$ cat src/rtl/dch_arb_pkg.sv
package dch_arb_pkg;

    localparam logic [2:0] MODE_RATE_A  = 3'd0;
    localparam logic [2:0] MODE_RATE_B  = 3'd1;
    localparam logic [2:0] MODE_RATE_C  = 3'd2;
    localparam logic [2:0] MODE_TERM    = 3'd4;
    localparam logic [2:0] MODE_SINGLE  = 3'd7;

    typedef struct packed {
        logic grant;
        logic lock;
        logic coll;
    } arb_state_t;

    function automatic logic mode_arbitrates(input logic [2:0] m);
        return (m == MODE_RATE_A) || (m == MODE_RATE_B) || (m == MODE_RATE_C)
            || (m == MODE_TERM) || (m == MODE_SINGLE);
    endfunction

    function automatic logic mode_mirrors(input logic [2:0] m);
        return (m == MODE_RATE_A) || (m == MODE_RATE_B) || (m == MODE_RATE_C)
            || (m == MODE_TERM);
    endfunction

endpackage

$ cat src/rtl/dch_sg_sync.sv
module dch_sg_sync #(
    parameter int STAGES = 2
) (
    input  logic clk,
    input  logic rst_n,
    input  logic async_i,
    output logic sync_o,
    output logic prev_o
);
    logic [STAGES-1:0] chain_q;
    logic [STAGES-1:0] chain_d;
    logic              prev_q;
    logic              prev_d;

    always_comb begin
        chain_d[0] = async_i;
        prev_d     = chain_q[STAGES-1];
    end

    generate
        for (genvar i = 1; i < STAGES; i++) begin : g_stage
            always_comb chain_d[i] = chain_q[i-1];
        end
    endgenerate

    always_ff @(posedge clk) begin
        if (!rst_n) begin
            chain_q <= '0;
            prev_q  <= 1'b0;
        end else begin
            chain_q <= chain_d;
            prev_q  <= prev_d;
        end
    end

    assign sync_o = chain_q[STAGES-1];
    assign prev_o = prev_q;
endmodule

$ cat src/rtl/dch_arb_core.sv
module dch_arb_core
    import dch_arb_pkg::*;
(
    input  logic       clk,
    input  logic       rst_n,
    input  logic       sg_s,
    input  logic       sg_prev,
    input  logic       dbit_tick,
    input  logic       req_i,
    input  logic [2:0] mode_i,
    input  logic       access_dis_i,
    output logic       grant_o,
    output logic       coll_o
);
    arb_state_t st_q, st_d;
    logic       sg_edge;
    logic       arb_on;

    always_comb begin
        sg_edge = sg_s ^ sg_prev;
        arb_on  = !access_dis_i && mode_arbitrates(mode_i);
        st_d      = st_q;
        st_d.coll = 1'b0;
        if (access_dis_i) begin
            st_d.grant = req_i;
            st_d.lock  = 1'b0;
        end else if (!arb_on) begin
            st_d.grant = 1'b0;
            st_d.lock  = 1'b0;
        end else if (st_q.grant && sg_edge) begin
            st_d.grant = 1'b0;
            st_d.lock  = 1'b1;
            st_d.coll  = 1'b1;
        end else if (!req_i) begin
            st_d.grant = 1'b0;
            st_d.lock  = 1'b0;
        end else if (!st_q.grant && !st_q.lock && dbit_tick && sg_s) begin
            st_d.grant = 1'b1;
        end
    end

    always_ff @(posedge clk) begin
        if (!rst_n) st_q <= '0;
        else        st_q <= st_d;
    end

    assign grant_o = st_q.grant;
    assign coll_o  = st_q.coll;

    // toggle while granted withdraws the grant and pulses collision
    a_r5_collision_drop: assert property (@(posedge clk) disable iff (!rst_n)
        (arb_on && st_q.grant && (sg_s != sg_prev)) |=> (!st_q.grant && st_q.coll));

    // collision lasts exactly one cycle
    a_r5_single_pulse: assert property (@(posedge clk) disable iff (!rst_n)
        st_q.coll |=> !st_q.coll);

    // a low grant only rises on a go boundary
    a_r3_grant_on_go: assert property (@(posedge clk) disable iff (!rst_n)
        (arb_on && !st_q.grant && !(dbit_tick && sg_s)) |=> !st_q.grant);

    // lockout holds the grant low while the request is held
    a_r6_lockout: assert property (@(posedge clk) disable iff (!rst_n)
        (arb_on && st_q.lock && req_i) |=> !st_q.grant);

    // reserved modes never grant or collide
    a_r11_reserved: assert property (@(posedge clk) disable iff (!rst_n)
        (!access_dis_i && !mode_arbitrates(mode_i)) |=> (!st_q.grant && !st_q.coll));
endmodule

$ cat src/rtl/dch_access_arb.sv
module dch_access_arb
    import dch_arb_pkg::*;
#(
    parameter int SYNC_STAGES = 2,
    parameter int CI_W        = 6,
    parameter int CI_SG_BIT   = 4
) (
    input  logic            clk,
    input  logic            rst_n,
    input  logic            sg_in,
    input  logic            dbit_tick,
    input  logic            req_i,
    input  logic [2:0]      mode_i,
    input  logic            ci_mirror_en_i,
    input  logic            access_dis_i,
    input  logic            d_tx_i,
    input  logic [CI_W-1:0] ci_ch2_i,
    output logic            grant_o,
    output logic            collision_o,
    output logic            sg_o,
    output logic [CI_W-1:0] ci_ch2_o,
    output logic            d_line_o
);
    logic sg_s;
    logic sg_prev;
    logic mirror_on;

    dch_sg_sync #(.STAGES(SYNC_STAGES)) i_sync (
        .clk     (clk),
        .rst_n   (rst_n),
        .async_i (sg_in),
        .sync_o  (sg_s),
        .prev_o  (sg_prev)
    );

    dch_arb_core i_core (
        .clk          (clk),
        .rst_n        (rst_n),
        .sg_s         (sg_s),
        .sg_prev      (sg_prev),
        .dbit_tick    (dbit_tick),
        .req_i        (req_i),
        .mode_i       (mode_i),
        .access_dis_i (access_dis_i),
        .grant_o      (grant_o),
        .coll_o       (collision_o)
    );

    always_comb begin
        sg_o      = access_dis_i | sg_s;
        mirror_on = ci_mirror_en_i && mode_mirrors(mode_i);
        ci_ch2_o  = ci_ch2_i;
        if (mirror_on) ci_ch2_o[CI_SG_BIT] = sg_o;
        if (access_dis_i || grant_o) d_line_o = d_tx_i;
        else                         d_line_o = 1'b1;
    end

    // disabled arbitration is always go, transparent and collision-free
    a_r10_disabled: assert property (@(posedge clk) disable iff (!rst_n)
        access_dis_i |-> (sg_o && (d_line_o == d_tx_i) && !collision_o));

    // idle ones whenever access is not granted
    a_r7_idle_ones: assert property (@(posedge clk) disable iff (!rst_n)
        (!access_dis_i && !grant_o) |-> d_line_o);

    // single-channel mode never touches the command/indicate bit
    a_r9_no_mirror: assert property (@(posedge clk) disable iff (!rst_n)
        (mode_i == MODE_SINGLE) |-> (ci_ch2_o[CI_SG_BIT] == ci_ch2_i[CI_SG_BIT]));
endmodule

$ cat config.mk
export PLATFORM = sky130hd
export DESIGN_NAME = dch_access_arb
export DESIGN_NICKNAME = d
export VERILOG_FILES = /design/src/rtl/dch_arb_pkg.sv /design/src/rtl/dch_sg_sync.sv /design/src/rtl/dch_arb_core.sv /design/src/rtl/dch_access_arb.sv
export SDC_FILE = /design/constraint.sdc
export NUM_CORES = 1
export LEC_CHECK = 0
export BUFFER_PORTS_ARGS = -buffer_cell sky130_fd_sc_hd__buf_2
export CORE_AREA = 10 10 47 49
export CTS_BUF_LIST = sky130_fd_sc_hd__clkbuf_8
export CTS_CLUSTER_DIAMETER = 40
export DETAILED_ROUTE_END_ITERATION = 8
export DIE_AREA = 0 0 57 59
export GPL_ROUTABILITY_DRIVEN = 0
export PLACE_DENSITY = 0.57
export SYNTH_ARGS = -nofsm -noshare
export SYNTH_HDL_FRONTEND = slang
export SYNTH_SLANG_ARGS = --single-unit
$ cat constraint.sdc
create_clock -name clk -period 2.9 [get_ports clk]
set_input_delay 0.435 -clock clk [delete_from_list [all_inputs] [get_ports clk]]
set_output_delay 0.435 -clock clk [all_outputs]
set_load 0.05 [all_outputs]
# Word level (Yosys, flattened, before mapping)
# Index checks and enable logic that the tools add are counted.
# W data, S select, Z words.
# totals
word_cells	40
output_inout_bits	10
register_bits	6
# classes
eq_ne	6
reduce_logical	16
mux	9
bitwise	4
# ops
op	count
$eq A3 B3 Y1 const B	2
$logic_and A1 B1 Y1	6
$mux W1	6
$mux W2	3
$logic_or A1 B1 Y1	5
$ne A5 B5 Y1 const B	1
$eq A3 B1 Y1 const B	1
$eq A3 B2 Y1 const B	1
$logic_not A1 Y1	3
$logic_not A3 Y1	1
$reduce_or A3 Y1	1
$ne A2 B1 Y1 const B	1
$not A1 Y1	2
$or A1 B1 Y1	1
$xor A1 B1 Y1	1

# Longest topological paths before layout
# Gate-level depths: netlist of run 1.
# depth
depth_word	9
depth_mapped	3
mapped_depth_nobuf	3

# Cells and area by module
# From an unflattened synthesis of run 1, not the netlist that was laid out.
# hier_totals
cells_unflattened	39
hier_area_um2	347.8
# modules_own_cells
mod	area_each_um2	n_inst	seq_area_each_um2	cells_each
dch_arb_core	173.9	1	60.1	20
dch_access_arb	95.1	1	0.0	13
dch_sg_sync	78.8	1	60.1	6

# Least setup slack after synthesis of run 1
# Ideal clock, no wire load.
# synth_timing
path_type	input port to output port
start	input port access_dis_i
end	output port ci_ch2_o[4]
setup_slack_ns	1.066
n_path_buf	0
cell_stages	2
arrival_time_ns	1.399
cell_sequence	or2_1 > a32o_1
# synth_via
elab_chain_cells	2
# synth_lines
element	line	source
start: declaration	dch_access_arb.sv:15	input logic access_dis_i,
$or A1 B1 Y1	dch_access_arb.sv:50	sg_o = access_dis_i | sg_s;
$mux W1	dch_access_arb.sv:53	if (mirror_on) ci_ch2_o[CI_SG_BIT] = sg_o;
end: declaration	dch_access_arb.sv:21	output logic [CI_W-1:0] ci_ch2_o,
# Every way passes these cells.

# Worst setup path after layout of run 1
# layout_timing
start	input port mode_i[0]
end	output port ci_ch2_o[4]
# layout_via
elab_chain_cells	6
# layout_lines
element	line	source
start: declaration	dch_access_arb.sv:13	input logic [2:0] mode_i,
$eq A3 B1 Y1 or $logic_not A3 Y1 (tied branches)	dch_arb_pkg.sv:21	return (m == MODE_RATE_A) || (m == MODE_RATE_B) || (m == MODE_RATE_C)
$logic_or A1 B1 Y1 (2 in a row)	dch_arb_pkg.sv:21	
$logic_or A1 B1 Y1 *	dch_arb_pkg.sv:22	|| (m == MODE_TERM);
$logic_and A1 B1 Y1 *	dch_access_arb.sv:51	mirror_on = ci_mirror_en_i && mode_mirrors(mode_i);
$mux W1 *	dch_access_arb.sv:53	
# Mark *: on every way between the ends. The rest lies on a longest branch, timed or not.

==> flow_metrics.py, run 1 <==
metrics = {
    "run_status": {
        "outcome": "complete, no violations",
    },
    "synthesis": {
        "synth_flop_cell": "dfxtp_1",
        "yosysWarnings": 0,
        "netlist_top_cells_count": "dfxtp_1, buf_4, nand2_1",
        "avgSynthCellArea_sq_um": 9.07,
        "synth_top_area_cell": "dfxtp_1",
        "synth_most_common_cell": "dfxtp_1",
        "synth_top_area_frac": 0.368,
        "ys_async_sr_fraction": 0,
        "ys_seq_area_frac": 0.368,
        "synth_area_sq_um": 327,
        "synth_nets": 53,
        "ys_ff_latch": 6,
        "synth_edf_count": 0,
        "ys_types": 20,
        "ys_top_cells_by_area": "dfxtp_1, buf_4, a2111oi_2, nand2_1, o21bai_1",
        "syn_inst": 36,
    },
    "clock_network": {
        "clk_pin_slew_ns": 0.04,
        "cts_max_level": 1,
        "cts_inserted_buffers": 3,
        "clk_latency_ns": 0.22,
        "cts_resized": 0,
        "tritoncts": "done",
        "cts.sinks": 6,
        "cts_root_buffer": "clkbuf_8",
        "clk_path_buf_depth": 2,
        "post_cts_buffers": 0,
        "postCtsHoldBufs": 0,
    },
    "global_routing": {
        "grt_pass1_vias": 315,
        "grt_overflow": 0,
        "antenna_found_initial": 0,
        "grt_pass1_wl_mm": 1.41,
        "grt_use_total": 0.0527,
        "grt_max_degree": 6,
    },
    "route": {
        "vias_per_cell": 4.35,
        "wl_per_cell_um": 12.3,
        "wl_um": 815,
        "antenna_left": 0,
        "vias": 287,
        "drcViolationCount": 0,
        "drt_iter0_drc": 12,
        "first_pass_iters": 4,
    },
    "pwr": {
        "ir_drop_mv": 0.280,
        "power_frac_comb": 0.174,
        "seqPwrFrac": 0.343,
        "p_sw_frac": 0.249,
        "internal_power_w": 0.000190,
        "netSwitchingPower_w": 0.0000632,
        "power_density_nw_per_um2": 589,
        "totalPowerFinal_w": 0.000254,
        "p_leak_nw": 0.201,
        "power.clock.fraction": 0.483,
    },
    "setup_path": {
        "crit_start": "mode_i[0]",
        "critPathMaxFanout": 5,
        "r2r_cells": 3,
        "cp-start-kind": "primary input",
        "cp_data_arrival_time_ns": 1.33,
        "reg2reg_slack_ns": 1.82,
        "reg2reg_to": "i_core.st_q[1]$_SDFFE_PP0P_",
        "rr_startpoint": "i_sync.chain_q[1]$_SDFF_PN0_",
        "cp.required_ns": 2.47,
        "crit_type": "in2out",
        "cp-end-kind": "primary output",
    },
    "floorplanning": {
        "rows": 14,
        "die_h_um": 59,
        "core_sq_um": 1400,
        "io_pins": 27,
        "die_w_um": 57,
        "initial_core_util": 0.233,
        "dieArea_sq_um": 3360,
    },
    "timing": {
        "post-route-period-util": 0.607,
        "finalHoldViolations": 0,
        "finalClockSkew_ns": 0.000344,
        "final.setup.tns_ns": 0,
        "setup_viol": 0,
        "worst_slew_pin_slew_ns": 0.242,
        "rsz0062_at_grt": "false",
        "clock.fmax_mhz": 568,
        "slew_violations": 0,
        "relSlewSlack": 0.839,
        "layout_min_cycle_time_ns": 1.76,
    },
    "layout": {
        "area_growth_pct": 31.8,
        "register_area_sq_um": 120,
        "drive_above_1_share": 0.440,
        "fillers": 159,
        "final_nets": 69,
        "diodes": 0,
        "multiInputGateArea_sq_um": 158,
    },
    "min_path": {
        "hold_class": "in2reg",
        "hold_start": "sg_in",
        "holdPathStages": 2,
        "min_delay_worst_endpoint": "i_sync.chain_q[0]$_SDFF_PN0_",
    },
    "placement": {
        "port_buffers": 16,
        "dp_hpwl_um": 689,
    },
    "flow_run": {
        "cap_viol_max_count": 0,
    },
}
## final cells by class
class                           instances  share of cell area
Tap cell                               16              0.0465
Clock buffer                            3              0.0959
Sequential cell                         6               0.279
Timing Repair Buffer                   16               0.186
Multi-Input combinational cell         22               0.366
Inverter                                3              0.0262
## critical path: stages
cell and delay [ns]:
buf_2 0.12, a21oi_1 0.20, o21bai_1 0.14, a32o_1 0.17, buf_2 0.25
## power by group through the flow
stage	clock network, W	logic [W]	registers (W)
floorplan	0	0.0000441	0.0000906
global placement	0	0.0000436	0.0000883
detailed placement	0	0.0000443	0.0000883
CTS	0.000127	0.0000445	0.0000871
global route	0.000133	0.0000486	0.0000873
finish	0.000122	0.0000441	0.0000871
## sequential cells by signal (all words and copies together) (netlist names)
| register | count |
|---|---|
| i_sync.prev_o | 1 |
| i_core.st_q | 1 |
| i_core.grant_o | 1 |
| i_sync.chain_q | 2 |
| i_core.coll_o | 1 |
## cells in the final DEF (no fill, tap or decap), types with 2 or more instances in the layout
master and n:
and2_1 2, buf_2 16, clkbuf_8 3, dfxtp_1 6, inv_1 3, nand2_1 4, o21bai_1 2
## kinds of logic (layout without fill, tap and decap cells)
group / after synthesis / count (layout) / share of synthesized area
AOI/OAI and AO/OA: 9 / 9 / 0.234
xor gates and xnor gates: 2 / 2 / 0.0536
buffers and inverters: 8 / 22 / 0.149
DFF: 6 / 6 / 0.368
and+or+nand+nor: 11 / 11 / 0.195
## worst max-delay path by stage
| stage | end | slack [ns] |
|---|---|---|
| 3_5_place_dp | ci_ch2_o[4] | 1.14 |
| 6_report | ci_ch2_o[4] | 1.14 |
| 5_1_grt | ci_ch2_o[4] | 1.05 |
| 4_1_cts | ci_ch2_o[4] | 1.14 |
| 2_1_floorplan | ci_ch2_o[4] | 1.07 |
| 3_3_place_gp | ci_ch2_o[4] | 1.15 |
## routing by layer
metal,vias up,routed length [um],track usage
met1,129,364,0.0546
met5,-,0,0
li1,148,-,-
met3,0,68,0.0236
met4,0,0,0.0403
met2,10,381,0.0822
## stage by stage
step | hold WS [ns] | cell area, sq um | cells | utilization | setup slack, ns
2_1_floorplan | 0.412 | 327 | 36 | - | 1.07
3_3_place_gp | 0.416 | 389 | 63 | 0.278 | 1.15
3_5_place_dp | 0.423 | 389 | 63 | 0.278 | 1.14
4_1_cts | 0.420 | 430 | 66 | 0.307 | 1.14
5_1_grt | 0.425 | 430 | 66 | 0.307 | 1.05
6_report | 0.424 | 430 | 66 | 0.307 | 1.14
No activity file was read; power rests on OpenSTA's default activity.
==> run 2: changes to the inputs <==
- ABC_AREA: unset -> 1
- PLACE_DENSITY: 0.57 -> 0.58
- clock period: 2.9 -> 1.7 ns (I/O delays scaled with it)
==> flow_metrics.py, run 2 <==
metrics = {
    "run_status": {
        "outcome": "complete, no violations",
    },
    "synthesis": {
        "synthMuxAreaShare": 0,
        "ys_async_sr_fraction": 0,
        "synth_edf_count": 0,
        "yosysWarnings": 0,
        "netlist_top_cells_count": "nand2_1, inv_1, dfxtp_1",
        "syn_inst": 47,
        "ys_top_cells_by_area": "dfxtp_1, nand2_1, buf_4, inv_1, nand3_2",
        "synth_most_common_cell": "nand2_1",
        "synth_area_sq_um": 335,
        "avgSynthCellArea_sq_um": 7.13,
        "synthSimpleGateAreaFrac": 0.302,
        "synth_top_family_by_area": "simple AND/OR/NAND/NOR gates",
        "ys_seq_area_frac": 0.358,
        "synth_flop_cell": "dfxtp_1",
        "synth-xor-area-share": 0,
        "ys_ff_latch": 6,
        "synth_top_area_cell": "dfxtp_1",
        "synth_compound_area_frac": 0.116,
        "synth_top_area_frac": 0.358,
        "ys_types": 13,
        "synth_nets": 64,
        "synth_fa_ha_area_frac": 0,
    },
    "floorplanning": {
        "die_w_um": 57,
        "dieArea_sq_um": 3360,
        "initial_core_util": 0.239,
        "die_h_um": 59,
        "core_sq_um": 1400,
        "rows": 14,
        "io_pins": 27,
    },
    "timing": {
        "layout_min_cycle_time_ns": 1.40,
        "final.setup.tns_ns": 0,
        "clock.fmax_mhz": 714,
        "worst_slew_pin_slew_ns": 0.262,
        "relSlewSlack": 0.827,
        "slew_violations": 0,
        "finalHoldViolations": 0,
        "setup_viol": 0,
        "post-route-period-util": 0.824,
        "rsz0062_at_grt": "false",
        "finalClockSkew_ns": 0.00165,
    },
    "route": {
        "vias_per_cell": 4.22,
        "antenna_left": 0,
        "drcViolationCount": 0,
        "vias": 325,
        "first_pass_iters": 4,
        "wl_um": 779,
        "wl_per_cell_um": 10.1,
        "drt_iter0_drc": 6,
    },
    "setup_path": {
        "reg2reg_slack_ns": 0.78,
        "r2r_cells": 7,
        "critPathMaxFanout": 4,
        "cp_cell_sequence": "inv_1 -> nand2_1 -> nand4_1 -> nand2_1 -> buf_2",
        "cp.required_ns": 1.44,
        "cp-end-kind": "primary output",
        "cpMaxStageDelayCell": "dfxtp_1",
        "path_buf_inv": 2,
        "crit_type": "reg2out",
        "slowest_delay_ns": 0.36,
        "rr_startpoint": "i_sync.chain_q[1]$_SDFF_PN0_",
        "reg2reg_to": "i_core.grant_o$_SDFFE_PN0P_",
        "cp-start-kind": "flop",
        "cp_top_family": "flip-flops",
        "cp_common_cell": "nand2_1",
        "cp_data_arrival_time_ns": 1.15,
    },
    "pwr": {
        "p_leak_nw": 0.241,
        "ir_drop_mv": 0.459,
        "power_density_nw_per_um2": 987,
    },
    "placement": {
        "port_buffers": 16,
        "placed_area_sq_um": 398,
        "dp_hpwl_um": 649,
        "placed_cells": 74,
    },
    "layout": {
        "final_nets": 80,
        "area_growth_pct": 31.0,
        "drive_above_1_share": 0.426,
        "largest_reg_flops": 2,
        "top_register": "i_sync.chain_q",
        "final_cell_mix": "buf_2, nand2_1, inv_1, dfxtp_1, clkbuf_8",
        "fin_util": 0.313,
        "design_area_sq_um": 439,
        "fin_cells": 77,
        "diodes": 0,
        "final_common_cell": "buf_2",
    },
    "clock_network": {
        "cts_root_buffer": "clkbuf_8",
        "cts_inserted_buffers": 3,
        "postCtsHoldBufs": 0,
        "clk_path_buf_depth": 2,
        "cts_max_level": 1,
        "tritoncts": "done",
        "clk_latency_ns": 0.22,
        "clk_pin_slew_ns": 0.03,
        "cts.sinks": 6,
        "post_cts_buffers": 0,
        "cts_resized": 0,
    },
    "flow_run": {
        "cap_viol_max_count": 0,
    },
    "min_path": {
        "hold_class": "in2reg",
        "holdPathStages": 3,
        "hold_start": "sg_in",
        "min_delay_worst_endpoint": "i_sync.chain_q[0]$_SDFF_PN0_",
    },
    "global_routing": {
        "use_met2": 0.0682,
        "top_usage_layer": "met2",
        "antenna_found_initial": 0,
        "use_met1": 0.0347,
        "grt_max_degree": 6,
        "grtUsageMet3": 0.0665,
        "grt_use_total": 0.0516,
        "grt_pass1_vias": 290,
        "grt_pass1_wl_mm": 1.21,
        "grt_overflow": 0,
    },
}
-- run 2: area by class of cell --
type | instances | area [sq um]
multi-input combinational | 26 | 140
tap | 16 | 20.0
sequential | 6 | 120
fill | 163 | 962
clock buffer | 3 | 41.3
inverter | 10 | 37.5
timing repair buffer | 16 | 80.1
-- run 2: stage by stage --
stage	hold WS (ns)	worst slack, ns	power, W
final	0.220	0.299	0.000434
after global routing	0.213	0.174	0.000463
after floorplan	0.348	0.127	0.000228
after CTS	0.214	0.282	0.000444
after global placement	0.391	0.450	0.000222
after detailed placement	0.397	0.422	0.000223
-- run 2: routing by layer --
layer / up-vias / wire length [um]
met2: 21 / 339
met3: 4 / 182
met4: 0 / 29
met5: - / 0
met1: 133 / 228
li1: 167 / -
-- run 2: kinds of logic (layout without fill, tap and decap cells) --
family,count (synthesis),count (layout)
buffers and inverters,15,29
DFF,6,6
AOI/OAI and AO/OA,5,5
and+or+nand+nor,21,21
-- run 2: how the worst max path moves through the flow --
stage,start,to,cells past startpoint
after floorplan,i_core.grant_o$_SDFFE_PN0P_,d_line_o,1
after global placement,mode_i[1],ci_ch2_o[4],6
after detailed placement,mode_i[1],ci_ch2_o[4],6
after CTS,i_sync.chain_q[1]$_SDFF_PN0_,ci_ch2_o[4],5
after global routing,i_sync.chain_q[1]$_SDFF_PN0_,ci_ch2_o[4],5
final,i_sync.chain_q[1]$_SDFF_PN0_,ci_ch2_o[4],5
-- run 2: tightest hold or removal path, cell delays in order --
cell and delay [ns]:
buf_2 0.08, nand2_1 0.04, inv_1 0.04
-- run 2: power by group --
group          switching [W]  leakage (nW)  internal [W]
logic              0.0000486         0.170     0.0000234
clock network      0.0000609        0.0216      0.000152
registers         0.00000283        0.0490      0.000146
==> run 3: changes to the inputs <==
- clock period: 1.7 -> 1.3 ns (I/O delays scaled with it)
==> flow_metrics.py, run 3 (synthesized netlist as in run 2, its figures left out) <==
metrics = {
    "run_status": {
        "outcome": "complete, no violations",
    },
    "route": {
        "vias": 330,
        "vias_per_cell": 4.23,
        "drt_iter0_drc": 6,
        "first_pass_iters": 2,
        "antenna_left": 0,
        "drcViolationCount": 0,
        "wl_per_cell_um": 10.5,
        "wl_um": 821,
    },
    "global_routing": {
        "grtUsageMet3": 0.0408,
        "use_met1": 0.0474,
        "grt_use_total": 0.0488,
        "grt_max_degree": 6,
        "grt_overflow": 0,
        "antenna_found_initial": 0,
        "grt_pass1_vias": 299,
        "use_met2": 0.0698,
        "grt_pass1_wl_mm": 1.26,
        "top_usage_layer": "met2",
    },
    "floorplanning": {
        "core_sq_um": 1400,
        "io_pins": 27,
        "die_w_um": 57,
        "initial_core_util": 0.239,
        "dieArea_sq_um": 3360,
        "rows": 14,
        "die_h_um": 59,
    },
    "timing": {
        "setup_ws_ns": 0.0952,
        "finalClockSkew_ns": 0.00379,
        "layout_min_cycle_time_ns": 1.20,
        "relSlewSlack": 0.829,
        "worst_slew_pin_slew_ns": 0.258,
        "slew_violations": 0,
        "setup_viol": 0,
        "rsz0062_at_grt": "false",
        "post-route-period-util": 0.927,
        "final.setup.tns_ns": 0,
        "clock.fmax_mhz": 830,
        "finalHoldViolations": 0,
    },
    "pwr": {
        "netSwitchingPower_w": 0.000157,
        "power_frac_comb": 0.182,
        "power.clock.fraction": 0.486,
        "internal_power_w": 0.000430,
        "p_leak_nw": 0.250,
        "seqPwrFrac": 0.332,
        "ir_drop_mv": 0.595,
        "power_density_nw_per_um2": 1260,
        "p_sw_frac": 0.267,
    },
    "setup_path": {
        "cp_common_cell": "nand2_2",
        "cp_cell_sequence": "inv_1 -> nand2_2 -> nand4_1 -> nand2_2 -> buf_8",
        "crit_type": "reg2out",
        "slowest_delay_ns": 0.32,
        "cpMaxStageDelayCell": "dfxtp_2",
        "cp-end-kind": "primary output",
        "cp_data_arrival_time_ns": 1.01,
        "cp.required_ns": 1.11,
        "critPathMaxFanout": 2,
        "cp-start-kind": "flop",
    },
    "layout": {
        "largest_reg_flops": 2,
        "final_nets": 81,
        "diodes": 0,
        "area_growth_pct": 39.2,
        "fillers": 166,
        "drive_above_1_share": 0.500,
        "final_cell_mix": "buf_2, nand2_1, inv_1, dfxtp_1, nand2_2",
        "top_register": "i_sync.chain_q",
        "final_common_cell": "buf_2",
    },
    "placement": {
        "pre_cts_ws_ns": 0.103,
        "port_buffers": 16,
        "dp_hpwl_um": 677,
    },
    "flow_run": {
        "cap_viol_max_count": 0,
    },
    "clock_network": {
        "cts_root_buffer": "clkbuf_8",
        "clk_latency_ns": 0.22,
        "clk_path_buf_depth": 2,
        "cts_max_level": 1,
        "cts.sinks": 6,
        "clk_pin_slew_ns": 0.04,
        "tritoncts": "done",
        "postCtsHoldBufs": 0,
        "cts_inserted_buffers": 3,
    },
    "min_path": {
        "hold_class": "in2reg",
    },
}
==> run 3: final timing paths <==
kind | startpoint | to | slack (ns) | cells after the start
worst max register to register | i_sync.chain_q[1]$_SDFF_PN0_ | i_core.grant_o$_SDFFE_PN0P_ | 0.36 | 7
worst max-delay path | i_sync.chain_q[1]$_SDFF_PN0_ | ci_ch2_o[4] | 0.1 | 5
worst min-delay path | sg_in | i_sync.chain_q[0]$_SDFF_PN0_ | 0.16 | 3
worst min register to register | i_sync.chain_q[0]$_SDFF_PN0_ | i_sync.chain_q[1]$_SDFF_PN0_ | 0.41 | 2
==> run 3: worst max-delay path, delay by kind of cell, from the launching register on <==
kind                   cells  cell delay (ns)
DFF                        1             0.32
and+or+nand+nor            3             0.27
buffers and inverters      2             0.19
==> run 3: repair_timing <==
action                     4_1_cts  5_1_grt
hold endpoints to repair         0        0
pin swaps                        0        0
setup buffers                    0        1
setup endpoints to repair        1        1
gates resized for setup          2        2
==> run 3: final cells by class <==
type,instances,area (sq um),share of cell area
Clock buffer,3,41.3,0.0885
Multi-Input combinational cell,26,149,0.319
Sequential cell,6,121,0.260
Timing Repair Buffer,17,97.6,0.209
Inverter,10,37.5,0.0804
Tap cell,16,20.0,0.0429
==> run 3: layer usage <==
layer | wire, um | part of all wire
met1 | 338 | 0.41
met2 | 381 | 0.46
met3 | 91 | 0.11
met4 | 9 | 0.011
met5 | 0 | 0
==> run 3: per-stage QoR <==
| stage | hold WS (ns) | cell area, sq um | util | power (W) | cells |
|---|---|---|---|---|---|
| global placement | 0.376 | 407 | 0.290 | 0.000293 | 74 |
| floorplan | 0.288 | 344 | - | 0.000302 | 47 |
| CTS | 0.157 | 454 | 0.324 | 0.000588 | 77 |
| finish | 0.157 | 467 | 0.333 | 0.000586 | 78 |
| detailed placement | 0.386 | 407 | 0.290 | 0.000296 | 74 |
| global route | 0.172 | 467 | 0.333 | 0.000616 | 78 |
==> run 3: power by group through the flow <==
stage          clock [W]  sequential [W]  combinational (W)
6_report        0.000285        0.000194           0.000107
3_5_place_dp           0        0.000198          0.0000980
5_1_grt         0.000305        0.000195           0.000117
4_1_cts         0.000291        0.000195           0.000103
3_3_place_gp           0        0.000197          0.0000960
2_1_floorplan          0        0.000202          0.0000995
